==> config.mk <==
export PLATFORM = sky130hd
export DESIGN_NAME = bm_dma_regs
export DESIGN_NICKNAME = d
export VERILOG_FILES = /design/src/rtl/bm_dma_regs.sv
export SDC_FILE = /design/constraint.sdc
export NUM_CORES = 1
export LEC_CHECK = 0
export ABC_CLOCK_PERIOD_IN_PS = 8900
export BUFFER_PORTS_ARGS = -buffer_cell sky130_fd_sc_hd__buf_2
export CORE_MARGIN = 2
export CORE_UTILIZATION = 55
export CTS_CLUSTER_DIAMETER = 80
export DETAILED_ROUTE_END_ITERATION = 8
export PLACE_DENSITY = 0.83
export SKIP_LAST_GASP = 1
export SLEW_MARGIN = 5
export SYNTH_ARGS = -nofsm -noshare
export SYNTH_HDL_FRONTEND = slang
export SYNTH_SLANG_ARGS = --single-unit
==> constraint.sdc <==
create_clock -name clk -period 8.9 [get_ports clk]
set_input_delay 2.67 -clock clk [delete_from_list [all_inputs] [get_ports clk]]
set_output_delay 2.67 -clock clk [all_outputs]
set_load 0.02 [all_outputs]
==> src/rtl/bm_dma_regs.sv <==
module bm_dma_regs #(
  parameter bit HAS_MODE = 1'b1
) (
  input  logic        clk,
  input  logic        rst_n,
  input  logic        acc_en,
  input  logic        acc_wr,
  input  logic [3:0]  acc_addr,
  input  logic [1:0]  acc_size,
  input  logic [31:0] acc_wdata,
  output logic [31:0] acc_rdata,
  input  logic [1:0]  chan_irq,
  input  logic [1:0]  eng_done,
  input  logic [1:0]  eng_err,
  output logic [1:0]  start_pls,
  output logic [1:0]  cancel_pls,
  output logic        irq_out,
  output logic [31:0] tbl_base0,
  output logic [31:0] tbl_base1
);

  logic [7:0]  cmd_q  [2];
  logic [7:0]  st_q   [2];
  logic [7:0]  tim_q  [2];
  logic [31:0] base_q [2];
  logic [7:0]  st_nx  [2];
  logic [31:0] base_nx[2];
  logic [1:0]  pend_q, blk_q, hit, go, stop;

  wire        is_byte = (acc_size == 2'd0);
  wire        rc      = acc_addr[3];
  wire [4:0]  sh      = {acc_addr[1:0], 3'b000};
  wire [31:0] wmask   = acc_size[1] ? 32'hFFFF_FFFF
                                    : ((acc_size[0] ? 32'h0000_FFFF : 32'h0000_00FF) << sh);
  wire [31:0] wval    = acc_size[1] ? acc_wdata : (acc_wdata << sh);
  wire        reg_wr  = acc_en & acc_wr & is_byte & ~acc_addr[2];
  wire [7:0]  mode_b  = {2'b00, blk_q, pend_q, 2'b00};

  always_comb begin
    for (int i = 0; i < 2; i++) begin
      hit[i]     = acc_en & acc_wr & (acc_addr[3] == 1'(i));
      go[i]      = 1'b0;
      stop[i]    = 1'b0;
      st_nx[i]   = st_q[i];
      base_nx[i] = ((base_q[i] & ~wmask) | (wval & wmask)) & ~32'h3;
      if (hit[i] && reg_wr && acc_addr[1:0] == 2'd2)
        st_nx[i] = {1'b0, acc_wdata[6:5], 2'b00, st_q[i][2:1] & ~acc_wdata[2:1], st_q[i][0]};
      if (hit[i] && reg_wr && acc_addr[1:0] == 2'd0) begin
        if (acc_wdata[0]) begin
          if (!st_q[i][0]) begin
            go[i]       = 1'b1;
            st_nx[i][0] = 1'b1;
          end
        end else begin
          stop[i]     = 1'b1;
          st_nx[i][0] = 1'b0;
        end
      end
      if (eng_done[i] | eng_err[i]) begin
        st_nx[i][0] = 1'b0;
        st_nx[i][1] = st_nx[i][1] | eng_err[i];
        st_nx[i][2] = st_nx[i][2] | eng_done[i];
      end
    end
  end

  always_ff @(posedge clk or negedge rst_n) begin
    if (!rst_n) begin
      for (int i = 0; i < 2; i++) begin
        cmd_q[i]  <= '0;
        st_q[i]   <= '0;
        tim_q[i]  <= '0;
        base_q[i] <= '0;
      end
      pend_q     <= '0;
      blk_q      <= '0;
      start_pls  <= '0;
      cancel_pls <= 2'b11;
    end else begin
      pend_q     <= chan_irq;
      start_pls  <= go;
      cancel_pls <= stop;
      if (HAS_MODE && acc_en && acc_wr && is_byte && acc_addr[2:0] == 3'd1)
        blk_q <= acc_wdata[5:4];
      for (int i = 0; i < 2; i++) begin
        st_q[i] <= st_nx[i];
        if (hit[i] && reg_wr && acc_addr[1:0] == 2'd0) cmd_q[i] <= acc_wdata[7:0] & 8'h09;
        if (HAS_MODE && hit[i] && reg_wr && acc_addr[1:0] == 2'd3) tim_q[i] <= acc_wdata[7:0];
        if (hit[i] && acc_addr[2]) base_q[i] <= base_nx[i];
      end
    end
  end

  always_comb begin
    acc_rdata = '0;
    if (!acc_addr[2]) begin
      if (is_byte)
        case (acc_addr[1:0])
          2'd0:    acc_rdata = {24'h0, cmd_q[rc]};
          2'd1:    acc_rdata = HAS_MODE ? {24'h0, mode_b} : 32'hFF;
          2'd2:    acc_rdata = {24'h0, st_q[rc]};
          default: acc_rdata = HAS_MODE ? {24'h0, tim_q[rc]} : 32'hFF;
        endcase
    end else if (acc_size[1]) begin
      acc_rdata = base_q[rc];
    end else begin
      acc_rdata = (base_q[rc] >> sh) & (acc_size[0] ? 32'h0000_FFFF : 32'h0000_00FF);
    end
  end

  assign irq_out   = |(pend_q & ~blk_q);
  assign tbl_base0 = base_q[0];
  assign tbl_base1 = base_q[1];

  p_start_from_idle_r5: assert property (@(posedge clk) disable iff (!rst_n)
    start_pls[0] |-> $past(st_q[0][0]) == 1'b0);
  p_err_sets_bit_r12: assert property (@(posedge clk) disable iff (!rst_n)
    eng_err[1] |=> st_q[1][1] && !st_q[1][0]);
  p_done_sets_bit_r12: assert property (@(posedge clk) disable iff (!rst_n)
    eng_done[0] |=> st_q[0][2] && !st_q[0][0]);
  p_irq_needs_pending_r10: assert property (@(posedge clk) disable iff (!rst_n)
    irq_out |-> pend_q != 2'b00);
  p_cancel_idles_r4: assert property (@(posedge clk) disable iff (!rst_n)
    cancel_pls[1] |-> !st_q[1][0]);
  p_base_aligned_r7: assert property (@(posedge clk) disable iff (!rst_n)
    tbl_base0[1:0] == 2'b00 && tbl_base1[1:0] == 2'b00);

endmodule

==> summary.md <==
| Metric | Value |
|---|---|
| # IOs | `149` |
| Core Region | `0.00968 mm²` |
| Max VDD drop | `0.128 mV` |
| Slowest CP cell | `buf_2` |
| Initial antenna violation count | `0` |
| #FFs+latches synth | `98` |
| Worst path cell trace | `buf_2, buf_4, mux2i_1, o32ai_1, o21ai_0, o21ai_0, buf_2` |
| Register Area | `0.00245 mm²` |
| Post-synthesis cell type count | `56` |
| Die H | `103 µm` |
| Crit Path Max Fanout | `34` |
| Num rows | `36` |
| Die Area | `0.0107 mm²` |
| Worst-margin pin slew | `1090 ps` |
| TritonCTS Sinks | `98` |
| CP delay by family, top | `buffers and inverters` |
| Placed Area | `0.00618 mm²` |
| Vias | `5091` |
| GRT Total Usage | `31.9%` |
| Cells after synthesis | `552` |
| Via density | `6.31` |
| Post-synth EDFFs | `0` |
| TNS Setup | `0 ps` |
| Hold wc startpoint | `st_q[0]$_DFFE_PN0P_` |
| Ys flop type | `dfrtp_1` |
| Area grow syn2layout | `17.4%` |
| Global route total overflow | `0` |
| Switching pwr | `0.000485 W` |
| Initial DRC count | `591` |
| Sequential power share | `44.0%` |
| Inst Count DP | `793` |
| CTS root buffer | `clkbuf_8` |
| Part of the cycle the worst path needs | `85.5%` |
| Slew headroom | `26.9%` |
| TritonCTS Buffers | `9` |
| First-pass GRT wire length | `25.1 mm` |
| WP buf/inv | `3` |
| Final std cell area, no fill | `0.00639 mm²` |
| Setup violators final | `0` |
| Synth warnings | `0` |
| Switching part of the total | `37.0%` |
| Status | `complete, no violations` |
| Worst Path Arrival | `4940 ps` |
| Combinational Power Share | `32.4%` |
| Hpwl dp | `12.6 mm` |
| CP Capture Type | `output port` |
| Syn Area/Cell | `9.86 µm²` |
| Startpoint Class | `primary input` |
| Post-synth top area cell | `dfrtp_1` |
| Cell Pwr Density | `206 mW/mm²` |
| Fin. Hold Viols | `0` |
| Crit path from | `acc_addr[3]` |
| RSZ-0062 raised after global routing | `no` |
| Clock Power Share | `23.5%` |
| Post-route ant nets | `0` |
| Buffers on Ports | `144` |
| Worst hold path class | `register to register` |
| Seq/Total Area, Yosys | `45.1%` |
| N_diodes | `0` |
| Initial core utilization | `56.2%` |
| CTS Hold Buffers Added | `0` |
| Bufs on Longest Clock Path | `2` |
| H-Tree Depth | `3` |
| Crit-path max cell delay | `770 ps` |
| Layout cell share with drive strength beyond 1 | `32.9%` |
| Synth Cell Area | `0.00544 mm²` |
| Leak pwr | `3.14 nW` |
| CTS tree | `built` |
| Minimum clock period | `7610 ps` |
| Multi-input combinational cell area | `0.00277 mm²` |
| Asr flop ratio synth | `100%` |
| Clock Skews | `5.36 ps` |
| Layout Cells excl Fill | `807` |
| Max-Cap Viols | `0` |
| Fmax | `131 MHz` |
| Slew Limit Fails | `0` |
| Clk slew on worst S/H paths | `80 ps` |
| FILL cells | `766` |
| Post-CTS Setup Bufs | `0` |
| Average wire per cell in the routed design | `21.0 µm` |
| Routed wire length | `17.0 mm` |
| Gpl congestion | `1.06` |
| Post-synth top area share | `44.1%` |
| DRT Pass-1 Iters | `7` |
| Setup CP Type | `primary input to output port` |
| Vias in the first global route | `4661` |
| Die width | `103 µm` |
| Largest cells by area after synthesis | `dfrtp_1, mux2_2, mux2i_1, o21ai_0, nand2_1` |
| Worst-Skew Late Latency | `370 ps` |
| PostCTS Resize Cnt | `0` |
| Critical Path RT | `6230 ps` |
| Largest net degree at the start of global routing | `51` |
| Internal Dissipation | `0.000828 W` |
| Fin nets | `719` |
| Residual DRC | `0` |
synth_stat cells (all sizes together) (2+ instances only):
| cell type | number |
|---|---|
| nor3 | 5 |
| nor2b | 12 |
| mux2 | 48 |
| nand3 | 8 |
| a22oi | 7 |
| o32ai | 4 |
| nor3b | 3 |
| inv | 6 |
| o311ai | 2 |
| o21ba | 2 |
| dfrtp | 96 |
| mux2i | 39 |
| o31ai | 3 |
| a222oi | 8 |
| buf | 17 |
| o221ai | 2 |
| nor2 | 39 |
| mux4 | 2 |
| a21oi | 21 |
| a2bb2oi | 2 |
| clkbuf | 27 |
| a22o | 24 |
| dfstp | 2 |
| a211oi | 2 |
| a21o | 4 |
| nor4 | 3 |
| o21ai | 69 |
| nand2 | 66 |
| o22ai | 8 |
| nand2b | 3 |
power by group through the flow:
stage	Sequential [W]	Combinational, W	Clock, W
2_1_floorplan	0.000648	0.000185	0
3_3_place_gp	0.000582	0.000408	0
3_5_place_dp	0.000585	0.000418	0
4_1_cts	0.000577	0.000420	0.000314
5_1_grt	0.000586	0.000458	0.000331
6_report	0.000578	0.000426	0.000309
cells in the final DEF (no fill, tap or decap), types with 2 or more instances in the layout:
cell type | Yosys | final
a22oi_1 | 7 | 7
buf_2 | 7 | 143
a222oi_1 | 8 | 8
a211oi_1 | 2 | 2
nor2b_1 | 12 | 12
inv_1 | 6 | 6
buf_4 | 5 | 6
o21ai_0 | 64 | 64
o21ba_2 | 2 | 2
nand2b_1 | 3 | 3
mux2i_1 | 39 | 39
dfrtp_1 | 96 | 96
a21o_1 | 4 | 4
nor3b_1 | 3 | 3
o21ai_1 | 5 | 5
nor3_1 | 4 | 4
a2bb2oi_1 | 2 | 2
mux2_4 | 2 | 2
o22ai_1 | 8 | 8
bufinv_16 | 0 | 2
o221ai_1 | 2 | 2
mux2_2 | 46 | 46
clkbuf_8 | 0 | 10
dfstp_2 | 2 | 2
o311ai_0 | 2 | 2
nand3_1 | 8 | 8
conb_1 | 1 | 4
a21oi_1 | 21 | 21
o31ai_1 | 3 | 3
mux4_2 | 2 | 2
nor2_1 | 39 | 39
nand2_1 | 66 | 66
o32ai_1 | 4 | 4
a22o_1 | 24 | 24
cell type report:
class                      count  share of cell area, %
multi-input combinational    406                   43.4
sequential                    98                   38.4
clock inverter                 3                   1.02
clock buffer                  11                   2.21
tap                          133                   2.61
inverter                       7                  0.411
timing repair buffer         149                   11.9
path summary, 6_finish.rpt:
check	end	slack, ps	cells past startpoint
min in group asynchronous	asynchronous set/reset pin	2300	1
min	start_pls[1]$_DFF_PN0_	470	1
max reg2reg	register	8100	1
min reg2reg	start_pls[1]$_DFF_PN0_	470	1
max in group asynchronous	asynchronous set/reset pin	5520	2
max	acc_rdata[2]	1290	7
routing by layer:
layer  global-route usage [%]  wire [µm]  vias up
met2                     48.6       7650      366
met1                     41.4       6480     2408
met5                        0          0        -
met4                     15.1        713        0
li1                         -          -     2250
met3                     10.1       2110       67
stage by stage:
step | util [%] | hold WS, ps | setup slack [ps] | total power, W
after floorplan | - | 422 | 1870 | 0.000833
after global placement | 63.8 | 453 | 1460 | 0.000990
after detailed placement | 63.8 | 461 | 1470 | 0.00100
after CTS | 66.0 | 476 | 1370 | 0.00131
after global routing | 66.0 | 503 | 1230 | 0.00138
final | 66.0 | 474 | 1290 | 0.00131
logic make-up after synthesis:
family | synth area share [%]
mux | 18.1
simple gates | 12.5
compound gates | 20.1
flops | 45.1
other cells | 0.0689
buf+inv | 4.16
(Power assumes the default switching activity.)
